<file path="src/rtl/dsp_pwm_pkg.sv">
package dsp_pwm_pkg;

  // Ceiling source codes carried on top_sel
  typedef enum logic [2:0] {
    TSEL_FULL8  = 3'd0,
    TSEL_FULL9  = 3'd1,
    TSEL_FULL10 = 3'd2,
    TSEL_CMPA   = 3'd3,
    TSEL_PERIOD = 3'd4
  } top_src_e;

  // Events from the counter that decide when the channel-A value goes live
  typedef struct packed {
    logic up_at_top;   // step taken while rising and sitting on the ceiling
    logic reach_zero;  // step that lands the count on zero
  } load_ev_t;

endpackage

</file>
<file path="src/rtl/dsp_top_cfg.sv">
module dsp_top_cfg
  import dsp_pwm_pkg::*;
#(
  parameter int unsigned CNT_W       = 16,
  parameter int unsigned FULL_BITS_0 = 8,
  parameter int unsigned FULL_BITS_1 = 9,
  parameter int unsigned FULL_BITS_2 = 10
) (
  input  logic             clk,
  input  logic             rst,
  input  logic [2:0]       top_sel_i,
  input  logic             load_at_bottom_i,
  input  logic             cmp_a_wr_i,
  input  logic [CNT_W-1:0] cmp_a_wdata_i,
  input  logic             period_wr_i,
  input  logic [CNT_W-1:0] period_wdata_i,
  input  load_ev_t         ev_i,
  output logic [CNT_W-1:0] top_o,
  output logic [CNT_W-1:0] cmp_a_o
);

  localparam logic [CNT_W-1:0] FULL0 = CNT_W'((64'd1 << FULL_BITS_0) - 64'd1);
  localparam logic [CNT_W-1:0] FULL1 = CNT_W'((64'd1 << FULL_BITS_1) - 64'd1);
  localparam logic [CNT_W-1:0] FULL2 = CNT_W'((64'd1 << FULL_BITS_2) - 64'd1);

  logic [CNT_W-1:0] cmp_a_buf;
  logic [CNT_W-1:0] period_q;
  logic             load_now;

  // Load point picks between the two counter events
  assign load_now = load_at_bottom_i ? ev_i.reach_zero : ev_i.up_at_top;

  always_ff @(posedge clk) begin
    if (rst) begin
      cmp_a_buf <= '0;
      cmp_a_o   <= '0;
      period_q  <= '0;
    end else begin
      if (cmp_a_wr_i)  cmp_a_buf <= cmp_a_wdata_i;
      if (load_now)    cmp_a_o   <= cmp_a_buf;
      if (period_wr_i) period_q  <= period_wdata_i;
    end
  end

  always_comb begin
    case (top_src_e'(top_sel_i))
      TSEL_FULL8:  top_o = FULL0;
      TSEL_FULL9:  top_o = FULL1;
      TSEL_FULL10: top_o = FULL2;
      TSEL_CMPA:   top_o = cmp_a_o;
      TSEL_PERIOD: top_o = period_q;
      default:     top_o = FULL0;
    endcase
  end


  load_top_chk: assert property (@(posedge clk) disable iff (rst)
    (!load_at_bottom_i && !ev_i.up_at_top) |=> (cmp_a_o == $past(cmp_a_o)));


  load_zero_chk: assert property (@(posedge clk) disable iff (rst)
    (load_at_bottom_i && !ev_i.reach_zero) |=> (cmp_a_o == $past(cmp_a_o)));

endmodule

</file>
<file path="src/rtl/dsp_updown_cnt.sv">
module dsp_updown_cnt
  import dsp_pwm_pkg::*;
#(
  parameter int unsigned CNT_W = 16
) (
  input  logic             clk,
  input  logic             rst,
  input  logic             tick,
  input  logic [CNT_W-1:0] top_i,
  output logic [CNT_W-1:0] cnt_o,
  output logic [CNT_W-1:0] nxt_o,
  output logic             down_o,
  output load_ev_t         ev_o,
  output logic             ovf_o
);

  localparam logic [CNT_W-1:0] CNT_MAX = '1;
  localparam logic [CNT_W-1:0] ZERO    = '0;
  localparam logic [CNT_W-1:0] ONE     = CNT_W'(1);

  logic down_nxt;

  always_comb begin
    nxt_o    = cnt_o;
    down_nxt = down_o;
    if (tick) begin
      if (top_i == ZERO) begin
        nxt_o    = ZERO;
        down_nxt = 1'b0;
      end else if (!down_o) begin
        if (cnt_o == top_i) begin
          // one step at the ceiling, then fall; a ceiling of 1 stays rising
          nxt_o    = cnt_o - ONE;
          down_nxt = (cnt_o != ONE);
        end else if (cnt_o == CNT_MAX) begin
          nxt_o = ZERO;  // ran past a lowered ceiling
        end else begin
          nxt_o = cnt_o + ONE;
        end
      end else begin
        if (cnt_o <= ONE) begin
          nxt_o    = ZERO;
          down_nxt = 1'b0;
        end else begin
          nxt_o = cnt_o - ONE;
        end
      end
    end
  end

  assign ev_o.up_at_top  = tick && !down_o && (cnt_o == top_i);
  assign ev_o.reach_zero = tick && (nxt_o == ZERO);

  always_ff @(posedge clk) begin
    if (rst) begin
      cnt_o  <= ZERO;
      down_o <= 1'b0;
      ovf_o  <= 1'b0;
    end else begin
      cnt_o  <= nxt_o;
      down_o <= down_nxt;
      ovf_o  <= ev_o.reach_zero;
    end
  end


  hold_idle_chk: assert property (@(posedge clk) disable iff (rst)
    !tick |=> (cnt_o == $past(cnt_o)));


  step_up_chk: assert property (@(posedge clk) disable iff (rst)
    (tick && !down_o && (cnt_o < top_i)) |=> (cnt_o == CNT_W'($past(cnt_o) + ONE)));


  turn_chk: assert property (@(posedge clk) disable iff (rst)
    (tick && !down_o && (cnt_o == top_i) && (top_i > ONE)) |=> down_o);


  down_nonzero_chk: assert property (@(posedge clk) disable iff (rst)
    down_o |-> (cnt_o != ZERO));


  ovf_zero_chk: assert property (@(posedge clk) disable iff (rst)
    ovf_o |-> (cnt_o == ZERO));


  wrap_chk: assert property (@(posedge clk) disable iff (rst)
    (tick && !down_o && (cnt_o == CNT_MAX) && (top_i != CNT_MAX)) |=> (cnt_o == ZERO && ovf_o));


  zero_top_chk: assert property (@(posedge clk) disable iff (rst)
    (tick && (top_i == ZERO)) |=> (cnt_o == ZERO && !down_o && ovf_o));

endmodule

</file>
<file path="src/rtl/dsp_cmp_chan.sv">
module dsp_cmp_chan #(
  parameter int unsigned CNT_W = 16
) (
  input  logic             clk,
  input  logic             rst,
  input  logic             tick,
  input  logic [CNT_W-1:0] cnt_i,
  input  logic [CNT_W-1:0] nxt_i,
  input  logic             down_i,
  input  logic [CNT_W-1:0] top_i,
  input  logic [CNT_W-1:0] cmp_i,
  input  logic             inv_i,
  output logic             pwm_o,
  output logic             evt_o
);

  logic active_q;
  logic active_nxt;

  // Active level: cleared by a rising match, set by a falling match,
  // forced on when the match sits on the ceiling, forced off at ceiling 0
  always_comb begin
    active_nxt = active_q;
    if (tick) begin
      if (top_i == '0) begin
        active_nxt = 1'b0;
      end else if (cnt_i == cmp_i) begin
        active_nxt = (cnt_i == top_i) ? 1'b1 : down_i;
      end
    end
  end

  always_ff @(posedge clk) begin
    if (rst) begin
      active_q <= 1'b0;
      pwm_o    <= inv_i;
      evt_o    <= 1'b0;
    end else begin
      active_q <= active_nxt;
      pwm_o    <= active_nxt ^ inv_i;
      evt_o    <= tick && (nxt_i == cmp_i);
    end
  end


  evt_match_chk: assert property (@(posedge clk) disable iff (rst)
    evt_o |-> (cnt_i == $past(cmp_i)));


  out_hold_chk: assert property (@(posedge clk) disable iff (rst)
    (!tick && $stable(inv_i)) |=> $stable(pwm_o));


  out_idle_chk: assert property (@(posedge clk) disable iff (rst)
    (tick && (top_i == '0)) |=> (pwm_o == $past(inv_i)));

endmodule

</file>
<file path="src/rtl/dsp_pwm_timer.sv">
module dsp_pwm_timer
  import dsp_pwm_pkg::*;
#(
  parameter int unsigned CNT_W = 16
) (
  input  logic             clk,
  input  logic             rst,
  input  logic             tick,
  input  logic [2:0]       top_sel,
  input  logic             load_at_bottom,
  input  logic             inv_a,
  input  logic             inv_b,
  input  logic             cmp_a_wr,
  input  logic [CNT_W-1:0] cmp_a_wdata,
  input  logic             period_wr,
  input  logic [CNT_W-1:0] period_wdata,
  input  logic [CNT_W-1:0] cmp_b,
  output logic [CNT_W-1:0] count,
  output logic             count_down,
  output logic             pwm_a,
  output logic             pwm_b,
  output logic             ovf_evt,
  output logic             cmpa_evt,
  output logic             cmpb_evt
);

  localparam int unsigned NUM_CH = 2;

  logic [CNT_W-1:0] top_w;
  logic [CNT_W-1:0] cmp_a_live;
  logic [CNT_W-1:0] cnt_nxt;
  load_ev_t         ev_w;

  logic [CNT_W-1:0] ch_cmp [NUM_CH];
  logic [NUM_CH-1:0] ch_inv;
  logic [NUM_CH-1:0] ch_pwm;
  logic [NUM_CH-1:0] ch_evt;

  dsp_top_cfg #(.CNT_W(CNT_W)) u_cfg (
    .clk             (clk),
    .rst             (rst),
    .top_sel_i       (top_sel),
    .load_at_bottom_i(load_at_bottom),
    .cmp_a_wr_i      (cmp_a_wr),
    .cmp_a_wdata_i   (cmp_a_wdata),
    .period_wr_i     (period_wr),
    .period_wdata_i  (period_wdata),
    .ev_i            (ev_w),
    .top_o           (top_w),
    .cmp_a_o         (cmp_a_live)
  );

  dsp_updown_cnt #(.CNT_W(CNT_W)) u_cnt (
    .clk   (clk),
    .rst   (rst),
    .tick  (tick),
    .top_i (top_w),
    .cnt_o (count),
    .nxt_o (cnt_nxt),
    .down_o(count_down),
    .ev_o  (ev_w),
    .ovf_o (ovf_evt)
  );

  assign ch_cmp[0] = cmp_a_live;
  assign ch_cmp[1] = cmp_b;
  assign ch_inv    = {inv_b, inv_a};

  for (genvar g = 0; g < NUM_CH; g++) begin : g_chan
    dsp_cmp_chan #(.CNT_W(CNT_W)) u_chan (
      .clk   (clk),
      .rst   (rst),
      .tick  (tick),
      .cnt_i (count),
      .nxt_i (cnt_nxt),
      .down_i(count_down),
      .top_i (top_w),
      .cmp_i (ch_cmp[g]),
      .inv_i (ch_inv[g]),
      .pwm_o (ch_pwm[g]),
      .evt_o (ch_evt[g])
    );
  end

  assign pwm_a    = ch_pwm[0];
  assign pwm_b    = ch_pwm[1];
  assign cmpa_evt = ch_evt[0];
  assign cmpb_evt = ch_evt[1];

endmodule

</file>
<file path="config.mk">
export PLATFORM = sky130hd
export DESIGN_NAME = dsp_pwm_timer
export DESIGN_NICKNAME = d
export VERILOG_FILES = /design/src/rtl/dsp_pwm_pkg.sv /design/src/rtl/dsp_top_cfg.sv /design/src/rtl/dsp_updown_cnt.sv /design/src/rtl/dsp_cmp_chan.sv /design/src/rtl/dsp_pwm_timer.sv
export SDC_FILE = /design/constraint.sdc
export NUM_CORES = 1
export LEC_CHECK = 0
export BUFFER_PORTS_ARGS = -buffer_cell sky130_fd_sc_hd__buf_2
export CORE_MARGIN = 4
export CORE_UTILIZATION = 58
export CTS_BUF_LIST = sky130_fd_sc_hd__clkbuf_16
export DETAILED_ROUTE_END_ITERATION = 6
export GPL_TIMING_DRIVEN = 0
export PLACE_DENSITY = 0.91
export SLEW_MARGIN = 20
export SYNTH_ARGS = -nofsm -noshare
export SYNTH_HDL_FRONTEND = slang
export SYNTH_SLANG_ARGS = --single-unit
export TNS_END_PERCENT = 100
</file>
<file path="constraint.sdc">
create_clock -name clk -period 3.9 [get_ports clk]
set_input_delay 0.39 -clock clk [delete_from_list [all_inputs] [get_ports clk]]
set_output_delay 0.39 -clock clk [all_outputs]
set_load 0.05 [all_outputs]
</file>
Word-level counts from Yosys, hierarchy flattened
Index checks and enable logic that the tools add are counted.
{"block": "word_totals", "reg_bits": 72, "latch_bits": 0, "mem_bits_rw": 0, "romBits": 0, "input_bits": 59, "out_inout_bits": 22, "mem_count": 0}
{"block": "op_classes", "add_sub_neg": 2, "n_mul": 0, "div": 0, "order_cmp": 1, "eq_ne": 11, "n_shift": 0, "n_mux": 21, "bitwise": 2, "reduce_logical": 8}
{"cell": "2-to-1 mux 16 bit", "n": 6}
{"cell": "== test 16 bit", "n": 5}
{"cell": "one-hot mux 16 bit (4 select lines)", "n": 1}
{"cell": "zero test 16 bit", "n": 2}
{"cell": "adder 16 x 1 -> 16 bit (second input constant)", "n": 1}
{"cell": "== test 16 bit (second input constant)", "n": 1}
{"cell": "<= comparator 16 x 1 -> 1 bit (second input constant)", "n": 1}
{"cell": "inequality test 16 x 1 -> 1 bit (second input constant)", "n": 1}
{"cell": "subtractor 16 x 1 -> 16 bit (second input constant)", "n": 1}
{"cell": "2-to-1 mux 1 bit", "n": 14}
{"cell": "== test 3 x 2 -> 1 bit (second input constant)", "n": 2}
{"cell": "logical AND 1 bit", "n": 5}
{"cell": "== test 3 x 1 -> 1 bit (second input constant)", "n": 1}
{"cell": "== test 3 bit (second input constant)", "n": 1}
{"cell": "bitwise XOR 1 bit", "n": 2}
{"cell": "zero test 1 bit", "n": 1}

Longest topological paths before layout
Gate-level depths: netlist of the first run.
{"block": "depth", "word_depth": 10, "ltp_mapped": 17, "depth_no_buf": 12}

Hierarchy
From an unflattened synthesis of the first run, not the netlist that was laid out.
{"block": "hier_totals", "cells_unflattened": 622, "area_unflattened_um2": 5383.9}
{"mod": "dsp_top_cfg", "n_inst": 1, "cells_each": 202, "area_per_inst_um2": 2095.8, "seq_area_each_um2": 960.9}
{"mod": "dsp_updown_cnt", "n_inst": 1, "cells_each": 250, "area_per_inst_um2": 1861.8, "seq_area_each_um2": 360.3}
{"mod": "dsp_cmp_chan", "n_inst": 2, "cells_each": 85, "area_per_inst_um2": 713.2, "seq_area_each_um2": 60.1}

Worst setup path after synthesis of the first run
Ideal clock, no wire load.
{"block": "synth_path", "path_kind": "register to register", "start": "register u_cnt.cnt_o[11]", "end": "register u_cfg.cmp_a_o[10]", "t_arrival_ns": 3.625, "required_ns": 3.780, "slack_ns": 0.156, "stages_incl_launch_ff": 13, "path_cell_list": "dfxtp_1 > clkbuf_1 > or4_1 > or3_1 > o41a_1 > nor2b_1 > buf_4 > o211a_1 > a221o_1 > a211oi_2 > a41oi_4 > buf_6 > mux2i_1"}
{"block": "synth_via", "elab_chain_cells": 9, "word_cells_on_any_way": 15, "cone_classes": "2 x add/sub; 1 x order compare; 2 x eq/ne; 7 x mux; 3 x reduce/logical"}
{"element": "start, declared", "line": "dsp_updown_cnt.sv:10", "rtl": "output logic [CNT_W-1:0] cnt_o,"}
{"element": "start signal, assigned", "line": "dsp_updown_cnt.sv:60", "rtl": "cnt_o <= nxt_o;"}
{"element": "adder 16 x 1 -> 16 bit / == test 16 bit (equally long branches)", "line": "dsp_updown_cnt.sv:38, dsp_updown_cnt.sv:35"}
{"element": "2-to-1 mux 16 bit", "line": "dsp_updown_cnt.sv:35", "rtl": "end else if (cnt_o == CNT_MAX) begin"}
{"element": "2-to-1 mux 16 bit", "line": "dsp_updown_cnt.sv:31", "rtl": "if (cnt_o == top_i) begin"}
{"element": "2-to-1 mux 16 bit", "line": "dsp_updown_cnt.sv:30", "rtl": "end else if (!down_o) begin"}
{"element": "2-to-1 mux 16 bit", "line": "dsp_updown_cnt.sv:27", "rtl": "if (top_i == ZERO) begin"}
{"element": "2-to-1 mux 16 bit", "line": "dsp_updown_cnt.sv:26", "rtl": "if (tick) begin"}
{"element": "zero test 16 bit", "line": "dsp_updown_cnt.sv:52", "rtl": "assign ev_o.reach_zero = tick && (nxt_o == ZERO);"}
{"element": "logical AND 1 bit", "line": "dsp_updown_cnt.sv:52"}
{"element": "2-to-1 mux 1 bit (*)", "line": "dsp_top_cfg.sv:31", "rtl": "assign load_now = load_at_bottom_i ? ev_i.reach_zero : ev_i.up_at_top;"}
{"element": "end signal, assigned", "line": "dsp_top_cfg.sv:40", "rtl": "if (load_now) cmp_a_o <= cmp_a_buf;"}
{"element": "end, declared", "line": "dsp_top_cfg.sv:19", "rtl": "output logic [CNT_W-1:0] cmp_a_o"}
Mark *: on every way between the ends. The rest lies on a longest branch, timed or not.
A chain may end at the register's enable or synchronous reset.

Worst setup path in the final report of the first run
{"block": "layout_path", "start": "input top_sel[0]", "end": "register u_cfg.cmp_a_o[13]"}
{"block": "layout_via", "elab_chain_cells": 10, "word_cells_on_any_way": 15, "cone_classes": "5 x eq/ne; 6 x mux; 4 x reduce/logical"}
{"element": "start, declared", "line": "dsp_pwm_timer.sv:9", "rtl": "input logic [2:0] top_sel,"}
{"element": "== test 3 bit, or another cell as far along", "line": "dsp_top_cfg.sv:46", "rtl": "case (top_src_e'(top_sel_i))"}
{"element": "one-hot mux 16 bit (4 select lines) (*)", "line": "dsp_top_cfg.sv:46"}
{"element": "== test 16 bit", "line": "dsp_updown_cnt.sv:31, dsp_updown_cnt.sv:51"}
{"element": "2-to-1 mux 16 bit", "line": "dsp_updown_cnt.sv:31"}
{"element": "2-to-1 mux 16 bit", "line": "dsp_updown_cnt.sv:30"}
{"element": "2-to-1 mux 16 bit", "line": "dsp_updown_cnt.sv:27"}
{"element": "2-to-1 mux 16 bit", "line": "dsp_updown_cnt.sv:26"}
{"element": "zero test 16 bit", "line": "dsp_updown_cnt.sv:52"}
{"element": "logical AND 1 bit", "line": "dsp_updown_cnt.sv:52"}
{"element": "2-to-1 mux 1 bit (*)", "line": "dsp_top_cfg.sv:31"}
Marked as above.

==> impl_metrics.ini, run 1 <==
[setup_path]
cp-startpoint = top_sel[0]
cp-endpoint = u_cfg.cmp_a_o[13]
endpoint_kind = register
crit_fanout = 10
rrSetupSlack_ps = 130
start_kind = primary input
r2r-end = u_cfg.cmp_a_o[13]
path_class = primary input to register
critPathRequiredTime_ps = 4160
ff2ff_path_depth = 14
regToRegStartpoint = u_cnt.cnt_o[13]
cp.arrival_ps = 4060

[hold_path]
worstHoldPathType = primary input to register
hold_depth = 2

[yosys]
async_flop_share_pct = 0
synth_top_cell_area_share_pct = 27.5
syn_area_per_cell_um2 = 8.38
ys_seq_area_share_pct = 27.5
synth_nets = 687
synth_cells = 625
synth_area_leaders = dfxtp_1 (28%), mux2i_1 (11%), xnor2_1 (8.5%)
synth_cell_type_count = 67
synth-warning-count = 0
synth_edf_count = 0
synth_area_leader_cell = dfxtp_1
ys_seq_elements = 72
syn_area_mm2 = 0.00524
ys.flop_type = dfxtp_1

[power]
peakVddDrop_uv = 282
p_int_uw = 1410
switchingPower_uw = 578
swShare_pct = 29.0
pwr-share-comb_pct = 16.7
power_frac_seq_pct = 39.5
power.density_mw_per_mm2 = 315
p_leak_uw = 0.00258
p_clk_share_pct = 43.8

[cts]
htreeDepth = 3
cts_tree = done
cts_sinks = 72
cts_buffer_depth = 2
root_buffer = clkbuf_16
clk_latency_ps = 340
hold_buffers = 0
path_clk_slew_ps = 60
cts_buffers = 9

[timing]
setup_tns_ps = 0
drv_slew = 0
period_needed_ps = 3800
tightest_slew_ps = 797
slew_headroom_pct = 46.6
hold_viol = 0
fin_skew_ps = 7.41
fin_crit_sh_pct = 97.4
fmax_mhz = 263
hold_ws_ps = 249
finalSetupViolations = 0

[placement]
placed_cell_area_mm2 = 0.00575
io_buffers = 75
gp_congestion = 1.09
dp_hpwl_mm = 13.5
dp_cells = 808

[floorplanning]
die_h_um = 103
ioPinCount = 81
rows = 34
start_util_pct = 59.8
dieArea_mm2 = 0.0106
core_mm2 = 0.00876
die_width_um = 103

[layout]
instances_no_fill = 831
antenna_cells = 0
final_cell_mix = buf_2 (87), dfxtp_1 (70), nor2_1 (60)
drive_gt1_share_pct = 23.4
area_growth_pct = 20.7
fin_util_pct = 72.2
final_common_cell = buf_2
fin_nets = 780
stdcell_area_mm2 = 0.00632

[grt]
grt_pass1_wl_mm = 30.0
grt_max_degree = 16
antenna_found_initial = 0
grt_pass1_vias = 5426
grt_usage_pct = 37.2
overflow = 0

[detailed_routing]
drtPass1Iterations = 5
wl_per_cell_um = 23.1
drcViolationCount = 0
wirelength_mm = 19.2
vias = 5560
ant_nets = 0
drtIter0Drc = 561
viasPerCell = 6.69

[status]
outcome = finished, final reports clean

[run]
max_cap_viol_count = 0
## state kept, by name, indices dropped and copies added, names as in the netlist
| name | flops |
|---|---|
| g_chan.u_chan.active_q | 2 |
| g_chan.u_chan.evt_o | 2 |
| u_cnt.down_o | 1 |
| g_chan.u_chan.pwm_o | 2 |
| u_cnt.cnt_o | 16 |
| u_cfg.cmp_a_buf | 16 |
| u_cfg.cmp_a_o | 16 |
| u_cfg.period_q | 16 |
| u_cnt.ovf_o | 1 |
## cell families after synthesis
kind of cell    synth area share (%)
compound gates                  11.9
xor+xnor                        12.2
fa+ha+maj                      0.716
buf+inv                         5.23
flops                           27.5
mux                             11.3
simple gates                    31.1
## metal layers
metal  GRT usage [%]  vias up  wire length (µm)
met1            46.0     2575              7060
li1                -     2452                 -
met4            22.0        0              1270
met2            59.7      409              8890
met5               0        -                 0
met3            7.71      124              2010
## how the worst min path moves through the flow
stage	from	endpoint	slack (ps)
detailed placement	g_chan[0].u_chan.active_q	g_chan[0].u_chan.active_q	470
CTS	inv_b	g_chan[1].u_chan.pwm_o	250
finish	inv_b	g_chan[1].u_chan.pwm_o	250
floorplan	u_cfg.cmp_a_buf[0]	u_cfg.cmp_a_o[0]	450
global route	inv_b	g_chan[1].u_chan.pwm_o	250
global placement	u_cfg.cmp_a_buf[9]	u_cfg.cmp_a_o[9]	460
## cell type report
cell class	count	area [µm²]
multi-input cells	491	3700
fillers	650	2440
flip-flops and latches	72	1440
repair buffers	84	443
plain buffers	50	254
clock buffers	9	225
well taps	108	135
clock inverters	7	87.6
inverters	10	37.5
## worst max-delay path, stage by stage
cell and delay, ps:
buf_2 160, buf_4 200, buf_4 180, nor2_1 90
o32ai_2 320, o22ai_1 210, nor4_4 370, a21o_1 160
buf_2 270, mux2i_1 330, a21oi_1 140, o22ai_2 430
nor3b_2 130, a41oi_4 210, buf_6 210, mux2i_1 240
## power groups by stage
| stage | clock [µW] | combinational [µW] | sequential (µW) |
|---|---|---|---|
| final | 872 | 333 | 787 |
| after global routing | 910 | 358 | 788 |
| after CTS | 871 | 318 | 785 |
| after detailed placement | 0 | 308 | 801 |
| after global placement | 0 | 298 | 799 |
| after floorplan | 0 | 202 | 807 |
## synth_stat cells, types with 3 or more instances
master / number
and2_1: 4
nor4b_2: 3
buf_4: 3
nor4_1: 10
or2_2: 4
inv_1: 10
nor2b_1: 5
nor4_2: 3
nand3_1: 16
buf_1: 4
nand4_1: 21
or3_1: 13
nor4bb_1: 9
o22ai_1: 7
nor3b_1: 3
nand4b_1: 9
a21o_1: 4
o21ai_0: 23
nor2_1: 60
o211ai_1: 6
nor3_1: 10
nand2_1: 20
nand2b_1: 35
or4_1: 6
dfxtp_1: 72
buf_2: 12
a22oi_1: 4
clkbuf_1: 31
and3_1: 9
o22a_1: 3
xor2_1: 22
xnor2_1: 51
nand4bb_1: 7
a31oi_1: 5
ha_1: 3
a21oi_1: 16
nor4b_1: 7
mux2i_1: 56
and3b_1: 3
## metrics by stage
step | worst slack, ps | total power (µW)
2_1_floorplan | 156 | 1010
3_3_place_gp | -416 | 1100
3_5_place_dp | -551 | 1110
4_1_cts | -6.19 | 1970
5_1_grt | -21.9 | 2060
6_report | 99.9 | 1990
## timing repair
action / in CTS / in global routing
pin swaps: 3 / 5
buffers inserted: 2 / 7
resized for setup: 18 / 38
endpoints found under the setup margin: 19 / 19
No activity file was read; power rests on OpenSTA's default activity.
==> inputs of run 2 (changes only) <==
Settings changed: BUFFER_PORTS_ARGS -buffer_cell sky130_fd_sc_hd__buf_2 to -buffer_cell sky130_fd_sc_hd__buf_4.
==> run 2 against run 1 <==
- via count grew 2.6%
- setup slack worse by 91 ps
- first-iteration DRC count up 11%
- hold slack got worse by 20 ps
- wire length grew 1.7%
- non-clock buffer count shrank 2
- sequential share of layout area fell by 0.50 points
- critical endpoint is now u_cfg.cmp_a_o[5]
- largest cell class unchanged
- largest power group unchanged
==> impl_metrics.ini, run 2 (synthesis results as in run 1) <==
[setup_path]
endpoint_kind = register
ff2ff_path_depth = 15
critPathRequiredTime_ps = 4150
crit_fanout = 10
slowest_delay_ps = 450
path_cells = buf_2 > clkinvlp_4 > a21oi_1 > o211ai_1 > nor4_4 > a21o_1 > buf_2 > buf_4 > a211oi_1 > o21ai_0 > o31a_1 > and3_1 > a41oi_4 > buf_4 > mux2i_1
cp.arrival_ps = 4140
path_class = register to register
crit_slowest_cell = nor4_4
start_kind = register

[detailed_routing]
ant_nets = 0
vias = 5702
wl_per_cell_um = 23.6
drcViolationCount = 0
drtIter0Drc = 621
drtPass1Iterations = 6
wirelength_mm = 19.6
viasPerCell = 6.88

[timing]
setup_tns_ps = 0
period_needed_ps = 3890
drv_slew = 0
tightest_slew_ps = 710
slew_headroom_pct = 52.7
fin_crit_sh_pct = 99.8
setup_ws_ps = 9.05
finalSetupViolations = 0
hold_viol = 0
fmax_mhz = 257
fin_skew_ps = 9.68
hold_ws_ps = 229

[layout]
final_cell_mix = buf_4 (87), dfxtp_1 (69), nor2_1 (60)
final_common_cell = buf_4
fin_nets = 778
n_fill_cell = 630
regArea_mm2 = 0.00145
antenna_cells = 0
instances_no_fill = 829
area_growth_pct = 23.5
multi_input_area_mm2 = 0.00368
stdcell_area_mm2 = 0.00647
drive_gt1_share_pct = 23.9

[cts]
cts_tree = done
hold_buffers = 0
cts_buffer_depth = 2
root_buffer = clkbuf_16
cts_sinks = 72
cts_buffers = 9
path_clk_slew_ps = 70
htreeDepth = 3
clk_latency_ps = 340

[floorplanning]
rows = 34
start_util_pct = 59.8
die_width_um = 103
ioPinCount = 81
die_h_um = 103
core_mm2 = 0.00876
dieArea_mm2 = 0.0106

[grt]
grt_pass1_wl_mm = 29.3
grt_max_degree = 15
grt_usage_pct = 36.4
grt_pass1_vias = 5495
antenna_found_initial = 0
overflow = 0

[power]
power_frac_seq_pct = 39.4
peakVddDrop_uv = 356
pwr-share-comb_pct = 18.0
p_int_uw = 1420
p_leak_uw = 0.00259
p_clk_share_pct = 42.6
switchingPower_uw = 571
power.density_mw_per_mm2 = 308
swShare_pct = 28.6

[run]
max_cap_viol_count = 0

[placement]
dp_cells = 808
dp_hpwl_mm = 13.6
post-place-ws_ps = -546
gp_congestion = 1.05
placed_cell_area_mm2 = 0.00594
io_buffers = 75

[status]
outcome = finished, final reports clean

[hold_path]
hold_depth = 2
worstHoldPathType = primary input to register
-- run 2: cell types whose count changed in the layout (fill, tap and decap cells not counted), moves of 2 or more --
cell,previous run,this run
buf_2,87,12
clkinvlp_4,0,3
buf_6,4,2
o21ai_1,3,1
nor4bb_1,8,5
nor4bb_2,1,3
o21ai_0,21,23
inv_8,2,0
buf_4,11,87
clkinv_4,2,0
-- run 2: final cells by class --
| type | count | share of cell area (%) |
|---|---|---|
| clock buffer | 9 | 3.48 |
| clock inverter | 7 | 1.18 |
| buffer | 49 | 3.69 |
| timing repair buffer | 83 | 9.63 |
| sequential | 72 | 22.3 |
| tap | 108 | 2.09 |
| multi-input combinational | 491 | 57.0 |
| inverter | 10 | 0.638 |
-- run 2: worst paths after layout --
kind / from / end / slack, ps
setup reg to reg: u_cnt.cnt_o[13] / u_cfg.cmp_a_o[5] / 9
setup / recovery: u_cnt.cnt_o[13] / u_cfg.cmp_a_o[5] / 9
hold / removal: inv_b / g_chan[1].u_chan.pwm_o / 230
hold reg to reg: u_cfg.cmp_a_buf[15] / u_cfg.cmp_a_o[15] / 480
-- run 2: power by group through the flow --
stage          clock (µW)  sequential [µW]  combinational [µW]
3_3_place_gp            0              799                 316
5_1_grt               876              788                 380
2_1_floorplan           0              807                 202
6_report              850              787                 359
4_1_cts               845              785                 337
3_5_place_dp            0              801                 326
-- run 2: timing repair --
item	in CTS	in global routing
pin swaps	2	6
setup endpoints to repair	19	19
resized for setup	18	30
buffers inserted	3	5
-- run 2: worst max-delay path: cells and delay by family, from the launching register on --
kind	cells	cell delay, ps
muxes	1	200
DFF	1	330
and+or+nand+nor	2	730
AOI/OAI and AO/OA	7	1370
buffers and inverters	5	1170
-- run 2: layer usage --
layer  GRT usage [%]  vias to the layer above  part of all wire, %
li1                -                     2444                    -
met1            41.2                     2669                   35
met2            60.3                      443                   46
met3            8.12                      146                   11
met4            25.6                        0                  7.5
met5               0                        -                    0
-- run 2: per-stage QoR --
| stage | util (%) | power, µW |
|---|---|---|
| floorplan | - | 1010 |
| global placement | 67.8 | 1120 |
| detailed placement | 67.8 | 1130 |
| CTS | 72.2 | 1970 |
| global route | 73.8 | 2040 |
| finish | 73.8 | 2000 |
==> inputs of run 3 (changes only) <==
Settings changed: PLACE_DENSITY 0.91 to 0.92.
==> run 3 against run 2 <==
- the flow now finishes with violations (setup timing)
- global-route usage decreased by 1.4 points
- die area stayed put
- largest cell class unchanged
- register-to-register slack lost 30 ps
- largest power group unchanged
- first-iteration DRC count is 11% lower
- critical path depth fell by 2
- clock-buffer cell count unchanged
- fmax is 0.74% lower
- critical path type unchanged
- sequential power barely moved
==> impl_metrics.ini, run 3 (synthesis results as in run 1) <==
[status]
outcome = finished, violations left
violations = setup timing

[setup_path]
path_cells = clkbuf_4 > or4_4 > or3_4 > o41a_1 > nor2b_2 > buf_6 > clkbuf_4 > nand2_1 > o21ai_0 > a21oi_2 > xor2_1 > nand4_1 > nor4_2
endpoint_kind = register
critPathRequiredTime_ps = 4160
start_kind = register
cpLargestDelayFamily = simple AND/OR/NAND/NOR gates
path_class = register to register
crit_top_cell = clkbuf_4
cp_num_buf_inv = 3
cp.arrival_ps = 4180
crit_slowest_cell = or4_4
slowest_delay_ps = 580
crit_fanout = 10

[floorplanning]
rows = 34
dieArea_mm2 = 0.0106
die_h_um = 103
start_util_pct = 59.8
ioPinCount = 81
die_width_um = 103
core_mm2 = 0.00876

[layout]
fin_nets = 780
final_cell_mix = buf_4 (85), dfxtp_1 (71), nor2_1 (60)
area_growth_pct = 24.2
final_common_cell = buf_4
drive_gt1_share_pct = 23.4
instances_no_fill = 831
antenna_cells = 0
n_fill_cell = 673
fin_util_pct = 74.3

[hold_path]
worstHoldPathType = primary input to register

[timing]
tightest_slew_ps = 696
fin_skew_ps = 17.9
drv_slew = 0
hold_viol = 0
setup_ws_ps = -20.0
setup_tns_ps = -20.0
period_needed_ps = 3920
fin_crit_sh_pct = 101
fmax_mhz = 255
finalSetupViolations = 1
slew_headroom_pct = 53.2

[grt]
grt_usage_pct = 35.0
grt_pass1_vias = 5364
grt_pass1_wl_mm = 28.3
antenna_found_initial = 0
grt_max_degree = 17
overflow = 0

[detailed_routing]
drtIter0Drc = 554
ant_nets = 0
wirelength_mm = 19.0
drtPass1Iterations = 6
viasPerCell = 6.72
vias = 5588
drcViolationCount = 0
wl_per_cell_um = 22.9

[cts]
hold_buffers = 0
cts_buffer_depth = 2
cts_sinks = 72
path_clk_slew_ps = 80
cts_buffers = 9
cts_tree = done
root_buffer = clkbuf_16
htreeDepth = 3
clk_latency_ps = 350

[power]
power.density_mw_per_mm2 = 302
p_leak_uw = 0.00261
peakVddDrop_uv = 223

[run]
max_cap_viol_count = 0

[placement]
dp_hpwl_mm = 13.7
gp_congestion = 1.03
post-place-ws_ps = -540
io_buffers = 75
dp_cells = 808
-- run 3: cell types whose count changed in the layout (fill, tap and decap cells not counted), sizes merged --
cell,before,now
buf,105,102
bufinv,1,0
clkbuf,36,41
clkinvlp,3,1
inv,12,15
-- run 3: worst paths after layout --
check / start / end / slack, ps / cells past startpoint
worst min register to register: u_cfg.cmp_a_buf[11] / u_cfg.cmp_a_o[11] / 480 / 2
worst max-delay path: u_cnt.cnt_o[10] / g_chan[0].u_chan.evt_o / -20 / 13
worst min-delay path: inv_a / g_chan[0].u_chan.pwm_o / 230 / 2
worst max register to register: u_cnt.cnt_o[10] / g_chan[0].u_chan.evt_o / -20 / 13
-- run 3: layout make-up --
class,instances,area [µm²],area share [%]
inverters,10,37.5,0.577
clock inverters,7,70.1,1.08
plain buffers,51,258,3.96
repair buffers,83,623,9.58
well taps,108,135,2.08
multi-input cells,491,3720,57.1
flip-flops and latches,72,1440,22.2
clock buffers,9,225,3.46
-- run 3: metrics by stage --
step	hold slack, ps	cell area (µm²)	total power (µW)
after floorplan	448	5240	1010
after global placement	459	5940	1110
after detailed placement	470	5940	1120
after CTS	235	6330	1940
after global routing	245	6510	2020
final	234	6510	1960
-- run 3: repair_timing --
item | CTS | global route
pin swaps | 3 | 6
setup endpoints to repair | 19 | 19
resized for setup | 20 | 33
setup buffers | 4 | 4
-- run 3: metal layers --
| layer | global-route usage [%] | routed length, µm | up-vias |
|---|---|---|---|
| li1 | - | - | 2442 |
| met1 | 41.9 | 7030 | 2618 |
| met2 | 58.5 | 8900 | 402 |
| met3 | 6.83 | 1810 | 126 |
| met4 | 20.1 | 1270 | 0 |
| met5 | 0 | 0 | - |
-- run 3: power breakdown --
group          switching (µW)  total (µW)  internal [µW]
clock network             375         827            452
registers                23.8         786            762
logic                     190         350            160
total                     589        1960           1370
